<file path="config.mk">
export PLATFORM = sky130hd
export DESIGN_NAME = flow_classifier
export DESIGN_NICKNAME = d
export VERILOG_FILES = /design/src/rtl/flowcls_pkg.sv /design/src/rtl/rule_store.sv /design/src/rtl/match_array.sv /design/src/rtl/prio_pick.sv /design/src/rtl/flow_classifier.sv
export SDC_FILE = /design/constraint.sdc
export NUM_CORES = 2
export LEC_CHECK = 0
export BUFFER_PORTS_ARGS = -buffer_cell sky130_fd_sc_hd__buf_2
export CORE_AREA = 2 2 668 471
export DETAILED_ROUTE_END_ITERATION = 8
export DIE_AREA = 0 0 670 473
export PLACE_DENSITY = 0.66
export RECOVER_POWER = 25
export SYNTH_ARGS = -nofsm -noshare
export SYNTH_HDL_FRONTEND = slang
export SYNTH_SLANG_ARGS = --single-unit
export TNS_END_PERCENT = 5
</file>
<file path="constraint.sdc">
create_clock -name clk -period 32.4 [get_ports clk]
set_input_delay 1.62 -clock clk [delete_from_list [all_inputs] [get_ports clk]]
set_output_delay 1.62 -clock clk [all_outputs]
set_load 0.1 [all_outputs]
</file>
<file path="src/rtl/flowcls_pkg.sv">
// Shared widths and the rule entry record for the flow classifier.
// Assumes a fixed 112-bit key: 32+32+16+16+8+8 bits.
package flowcls_pkg;
    localparam int ADDR_W  = 32;
    localparam int PORT_W  = 16;
    localparam int PROTO_W = 8;
    localparam int FLAG_W  = 8;
    localparam int KEY_W   = 2 * ADDR_W + 2 * PORT_W + PROTO_W + FLAG_W;
    localparam int FID_W   = 16;

    typedef struct packed {
        logic [KEY_W-1:0] value;
        logic [KEY_W-1:0] mask;
        logic [FID_W-1:0] flow;
        logic             valid;
    } rule_t;
endpackage

</file>
<file path="src/rtl/rule_store.sv">
// Rule table: one register record per entry, written one entry per cycle.
// Assumes wr_idx < N_ENTRIES. Reset clears only the valid bits.
module rule_store
    import flowcls_pkg::*;
#(
    parameter int N_ENTRIES = 16,
    localparam int IDX_W = $clog2(N_ENTRIES)
) (
    input  logic                  clk,
    input  logic                  rst_n,
    input  logic                  wr_en,
    input  logic [IDX_W-1:0]      wr_idx,
    input  rule_t                 wr_rule,
    output rule_t [N_ENTRIES-1:0] rules
);
    for (genvar g = 0; g < N_ENTRIES; g++) begin : g_entry
        // Update entry g when addressed; reset retires it.
        always_ff @(posedge clk) begin
            if (!rst_n) begin
                rules[g].valid <= 1'b0;
            end else if (wr_en && (wr_idx == IDX_W'(g))) begin
                rules[g] <= wr_rule;
            end
        end
    end
endmodule

</file>
<file path="src/rtl/match_array.sv">
// Parallel masked comparison of one key against every entry.
// Purely combinational; an invalid entry yields no match.
module match_array
    import flowcls_pkg::*;
#(
    parameter int N_ENTRIES = 16
) (
    input  rule_t [N_ENTRIES-1:0] rules,
    input  logic [KEY_W-1:0]      key,
    output logic [N_ENTRIES-1:0]  match_vec
);
    for (genvar g = 0; g < N_ENTRIES; g++) begin : g_cmp
        // Cared-for bits that differ kill the match.
        assign match_vec[g] = rules[g].valid &&
                              (((key ^ rules[g].value) & rules[g].mask) == '0);
    end
endmodule

</file>
<file path="src/rtl/prio_pick.sv">
// Priority selection: lowest-indexed set bit wins and its flow is returned.
// Combinational; flow is zero when nothing is set.
module prio_pick
    import flowcls_pkg::*;
#(
    parameter int N_ENTRIES = 16
) (
    input  logic [N_ENTRIES-1:0]            match_vec,
    input  logic [N_ENTRIES-1:0][FID_W-1:0] flows,
    output logic                            found,
    output logic [FID_W-1:0]                flow
);
    // Scan from the top so the lowest index is assigned last.
    always_comb begin
        flow = '0;
        for (int i = N_ENTRIES - 1; i >= 0; i--) begin
            if (match_vec[i]) flow = flows[i];
        end
        found = |match_vec;
    end
endmodule

</file>
<file path="src/rtl/flow_classifier.sv">
// Masked flow classifier top. Stage 1 registers the match vector and a
// snapshot of the flow IDs; stage 2 registers the priority-encoded result.
// Assumes N_ENTRIES >= 2. Latency from lk_req to res_valid is two edges.
module flow_classifier
    import flowcls_pkg::*;
#(
    parameter int N_ENTRIES = 16
) (
    input  logic                         clk,
    input  logic                         rst_n,
    input  logic                         wr_en,
    input  logic [$clog2(N_ENTRIES)-1:0] wr_idx,
    input  logic [111:0]                 wr_value,
    input  logic [111:0]                 wr_mask,
    input  logic [15:0]                  wr_flow,
    input  logic                         wr_valid,
    input  logic                         lk_req,
    input  logic [111:0]                 lk_key,
    output logic                         res_valid,
    output logic                         res_hit,
    output logic [15:0]                  res_flow
);
    rule_t [N_ENTRIES-1:0]            rules;
    rule_t                            wr_rule;
    logic  [N_ENTRIES-1:0]            match_now;
    logic  [N_ENTRIES-1:0][FID_W-1:0] flows_now;
    logic                             s1_req;
    logic  [N_ENTRIES-1:0]            s1_match;
    logic  [N_ENTRIES-1:0][FID_W-1:0] s1_flows;
    logic                             pick_found;
    logic  [FID_W-1:0]                pick_flow;

    assign wr_rule = '{value: wr_value, mask: wr_mask, flow: wr_flow, valid: wr_valid};

    rule_store #(.N_ENTRIES(N_ENTRIES)) u_store (
        .clk     (clk),
        .rst_n   (rst_n),
        .wr_en   (wr_en),
        .wr_idx  (wr_idx),
        .wr_rule (wr_rule),
        .rules   (rules)
    );

    match_array #(.N_ENTRIES(N_ENTRIES)) u_match (
        .rules     (rules),
        .key       (lk_key),
        .match_vec (match_now)
    );

    for (genvar g = 0; g < N_ENTRIES; g++) begin : g_flow
        assign flows_now[g] = rules[g].flow;
    end

    // Stage 1: capture match vector and flow IDs seen by this lookup.
    always_ff @(posedge clk) begin
        if (!rst_n) begin
            s1_req   <= 1'b0;
            s1_match <= '0;
            s1_flows <= '0;
        end else begin
            s1_req <= lk_req;
            if (lk_req) begin
                s1_match <= match_now;
                s1_flows <= flows_now;
            end
        end
    end

    prio_pick #(.N_ENTRIES(N_ENTRIES)) u_pick (
        .match_vec (s1_match),
        .flows     (s1_flows),
        .found     (pick_found),
        .flow      (pick_flow)
    );

    // Stage 2: register the encoded result and its strobe.
    always_ff @(posedge clk) begin
        if (!rst_n) begin
            res_valid <= 1'b0;
            res_hit   <= 1'b0;
            res_flow  <= '0;
        end else begin
            res_valid <= s1_req;
            res_hit   <= s1_req && pick_found;
            res_flow  <= s1_req ? pick_flow : '0;
        end
    end
endmodule

</file>
# Word-level counts from Yosys, hierarchy flattened
# Index checks and enable logic that the tools add are counted.
word_totals:
  regBits: 4147
  out_inout_bits: 18
  word_cells: 216
op_classes:
  eq_ne: 15
  muxes: 16
  n_bitwise: 32
  reduce_logical: 68
ops:
  columns: ["operator", "count"]
  rows:
  - ["112-bit AND", 16]
  - ["112-bit zero test", 16]
  - ["112-bit XOR", 16]
  - ["16-bit two-way mux", 16]
  - ["2-bit AND reduction", 17]
  - ["1-bit logical AND", 33]
  - ["4-bit == test (second input constant)", 8]
  - ["4-bit by 3-bit == test with 1-bit output (second input constant)", 4]
  - ["16-bit OR reduction", 1]
  - ["4-bit by 2-bit == test with 1-bit output (second input constant)", 2]
  - ["4-bit by 1-bit == test with 1-bit output (second input constant)", 1]
  - ["4-bit zero test", 1]

# Depth between registers and ports, before layout
depth:
  depth_word: 16
  mapped_depth: 8

# Cells and area by module
# From an unflattened synthesis, not the netlist that was laid out.
hier_totals:
  cells_unflattened: 8328
  hier_area_um2: 154924.8
by_module_without_submodules:
  columns: ["mod", "instances", "cells_each", "area_each_um2", "seq_area_each_um2"]
  rows:
  - ["rule_store", 1, 3930, 116090.1, 115630.9]
  - ["match_array", 1, 3167, 25753.4, 0.0]
  - ["flow_classifier", 1, 918, 11071.9, 5825.6]
  - ["prio_pick", 1, 313, 2009.4, 0.0]

# Least setup slack after synthesis
# No wires, ideal clock.
synth_path:
  path_type: "input -> register"
  start: "input port wr_idx[1]"
  end: "register, netlist name u_store.rules[1000]"
  setup_time_ns: 0.846
  arrival_time_ns: 12.272
  required_ns: 31.554
  slack_ns: 19.282
  cell_stages: 3
  n_path_buf: 1
  cell_sequence: "or3b_2 clkbuf_1 nor2_1"
synth_between:
  elab_chain_cells: 3
synth_lines:
  columns: ["item", "line_no", "source"]
  rows:
  - ["start, declared", "flow_classifier.sv:12", "input logic [$clog2(N_ENTRIES)-1:0] wr_idx,"]
  - ["4-bit by 3-bit == test with 1-bit output", "rule_store.sv:21", "end else if (wr_en && (wr_idx == IDX_W'(g))) begin"]
  - ["1-bit logical AND", "rule_store.sv:21", null]
  - ["2-bit AND reduction (no line)", null, null]
# No other way between the ends.
# A chain may end at the register's enable or synchronous reset.

# Worst setup path after layout
layout_path:
  start: "input port rst_n"
  end: "register, netlist name u_store.rules[3349]"
layout_between:
  elab_chain_cells: 1
layout_lines:
  columns: ["item", "line_no", "source"]
  rows:
  - ["start, declared", "flow_classifier.sv:10", "input logic rst_n,"]
  - ["2-bit AND reduction (no line)", null, null]
# No other way between the ends.

==> metrics <==
critical path capture point type flip-flop; multi-input logic area 0.0316 mm2; Synth area leaders edfxtp_1 (75%), xor2_1 (10%), a22oi_1 (4.2%); f_max 0.169 GHz; Post-CTS Setup Bufs 0; vias in the first global route 77200; Die W 670 um; io pins 379; crit path max fanout 90; layout cells sized above 1 10.2%; routed wl met3 75.1 mm; nets@finish 9469; failing checks max-capacitance violations, max-slew violations; total global-route track usage 30.2%; routed via count 83900; Yosys cell types 53; Peak VDD IR 0.0000579 V; syn nets 8908; final period utilization 18.3%; root buf cell clkbuf_16; Met1 Routed Length 189 mm; min-delay worst type reg2reg; met2 WL 206 mm; Core Rows 172; initial core utilization 49.6%; clk_skew 0.0672 ns; Mapped Area 0.155 mm2; Area Overhead vs Synth 12.3%; power density over the cells 63.1 mW/mm2; CTS tree done; slew margin rel. -13.1%; Core Area 0.311 mm2; Worst Path Arrival 6.48 ns; drt via density 6.15; synthesized flop and latch total 4147; pin count of the biggest net entering global routing 166; CP required 32.95 ns; pins over their slew limit 476; GRT Residual Overflow 0; leading area contributor after synthesis edfxtp_1; DIE HEIGHT 473 um; number of buffers created by CTS 387; CP Launch Type input port; post-DR wirelength/cell 35.9 um; drt first pass iters 6; top cell type's share of synthesized area 74.6%; initial antenna violation count 133; CTS max path bufs 4; RD Place Congestion 0.977; setup TNS 0 ns; yosys warns 0; Placed Cells 12900; Max-cap violations 32; CTS HTree Levels 5; Worst Tran Pin Value 1.70 ns; DR top layer met5; Crit Path Class in2reg; Detailed Place HPWL 316 mm; mean post-synth cell area 18.1 um2; # port buffers 378; Non-Filler Instances 13600; Mapped Cells 8547; Sequential Area 0.121 mm2; Min Clock Period, post-route 5.93 ns; Post-Route WL 490 mm; Clock Latency Late Sink 0.93 ns; fill cell count 23500; Reg clk slew, reported paths 0.06 ns; Leak 58.0 nW; Sink Count 4147; # resized after CTS 0; die area 0.317 mm2; hold-fix buffers at CTS 0; first-pass GRT wire length 648 mm; setup repair after global routing missed its margin no; final setup violation count 0; Final Hold Viols 0; residual DRC count 0; sequential fraction of the synthesis area 78.6%; DR iter-0 viols 15200; outcome finished, violations left; ANT nets after route 0
[worst max-delay path, cell delays in order]
cell     delay, ns
buf_6         0.44
buf_4         0.73
nand3_1       0.49
nor2_4        0.86
buf_4         0.69
buf_4         0.80
buf_4         0.57
[synth_stat cells, drive strengths merged]
cell type	number
a41oi	1
edfxtp	3840
a221oi	27
a21boi	28
and2	4
nand4	208
inv	30
o31ai	5
nand3b	13
xor2	1792
nor4	50
and3	7
o21ai	55
o211ai	6
dfxtp	307
o21bai	4
nand3	39
a311o	3
o22ai	7
a21o	1
a2111oi	3
o221ai	11
or3b	1
nor3	21
clkbuf	114
a31oi	2
a222oi	16
o2111ai	4
or4b	1
or2	4
o311ai	4
nor2	70
a22oi	869
mux2i	260
nand2b	19
a21oi	84
or3	1
o2111a	4
or4	5
a221o	5
nor2b	272
nand2	114
a211oi	6
buf	230
[registers in the layout (all words and copies together), names as in the netlist]
name           count
res_flow          16
res_hit            1
res_valid          1
s1_flows         256
s1_match          16
s1_req             1
u_store.rules   3856
[cells by family (layout without fill, tap and decap cells)]
kind of cell / after synthesis / after routing / share of synthesized area (%)
AO/OA/AOI/OAI: 1145 / 1145 / 5.42
AND/OR/NAND/NOR: 829 / 829 / 3.03
other: 0 / 51 / 0
multiplexers: 260 / 260 / 1.68
buffers and inverters: 374 / 1245 / 1.13
XOR/XNOR: 1792 / 1792 / 10.2
flip-flops: 4147 / 4147 / 78.6
[metrics by stage]
| stage | hold WS [ns] | utilization [%] | cell area, um2 | power (mW) | setup WS [ns] |
|---|---|---|---|---|---|
| finish | 0.480 | 55.7 | 174000 | 11.0 | 26.47 |
| global route | 0.502 | 55.7 | 173000 | 11.2 | 26.29 |
| CTS | 0.478 | 55.7 | 174000 | 11.0 | 26.61 |
| detailed placement | 0.470 | 51.8 | 161000 | 6.61 | 25.62 |
| global placement | 0.463 | 51.8 | 161000 | 6.59 | 25.74 |
| floorplan | 0.457 | - | 155000 | 6.30 | 19.28 |
[final cells by class]
cell class                      count  share of cell area, %
Timing Repair Buffer              516                   1.64
Clock inverter                    219                   1.07
Inverter                           30                 0.0649
Multi-Input combinational cell   4026                   18.2
Sequential cell                  4147                   70.0
Tap cell                         4176                   3.01
Antenna cell                       51                 0.0735
Clock buffer                      480                   5.95
[power by group]
| group | switching (mW) | total, mW | leakage, nW | internal, mW |
|---|---|---|---|---|
| clock | 1.97 | 4.44 | 5.96 | 2.47 |
| combinational | 0.436 | 0.562 | 14.9 | 0.127 |
| sequential | 0.0268 | 5.95 | 37.1 | 5.92 |
| total | 2.44 | 11.0 | 58.0 | 8.52 |
[placed cells by master (no fill, tap or decap), types with 11 or more instances in the layout]
master	Yosys	final
diode_2	0	51
o21ai_0	42	42
clkinv_2	0	72
nor4_1	50	30
nor3_1	21	21
o21ai_1	13	13
bufinv_16	0	26
nor2_4	0	16
clkinvlp_4	0	11
o221ai_1	11	11
clkbuf_8	0	12
nand3b_1	13	13
nand3_1	39	39
a21boi_0	12	12
nor2_1	70	54
a221oi_1	27	27
nor2b_1	272	272
buf_4	15	132
clkbuf_16	0	395
clkbuf_1	114	211
nand4_1	207	207
a22oi_1	869	869
a21oi_1	84	84
mux2i_1	260	260
nand2b_1	19	19
edfxtp_1	3840	3840
xor2_1	1792	1792
nand2_1	114	114
nor4_2	0	19
clkinv_1	0	90
dfxtp_1	307	307
buf_2	211	238
a21boi_1	16	16
inv_1	29	29
a222oi_1	16	16
[final timing paths]
kind | from | end | slack, ns | cells past startpoint
worst max-delay path | rst_n | u_store.rules[3349]$_DFFE_PP_ | 26.47 | 7
worst min-delay path | s1_match[12]$_SDFFE_PN0P_ | s1_match[12]$_SDFFE_PN0P_ | 0.48 | 2
worst max register to register | u_store.rules[2571]$_DFFE_PP_ | s1_match[10]$_SDFFE_PN0P_ | 28.63 | 6
worst min register to register | s1_match[12]$_SDFFE_PN0P_ | s1_match[12]$_SDFFE_PN0P_ | 0.48 | 2
[routing by layer]
layer,global-route usage (%),vias up
met5,0.0604,-
met4,10.9,36
met3,10.9,842
met2,42.8,6105
met1,43.1,43000
li1,-,33900
No activity file was read; power rests on OpenSTA's default activity.
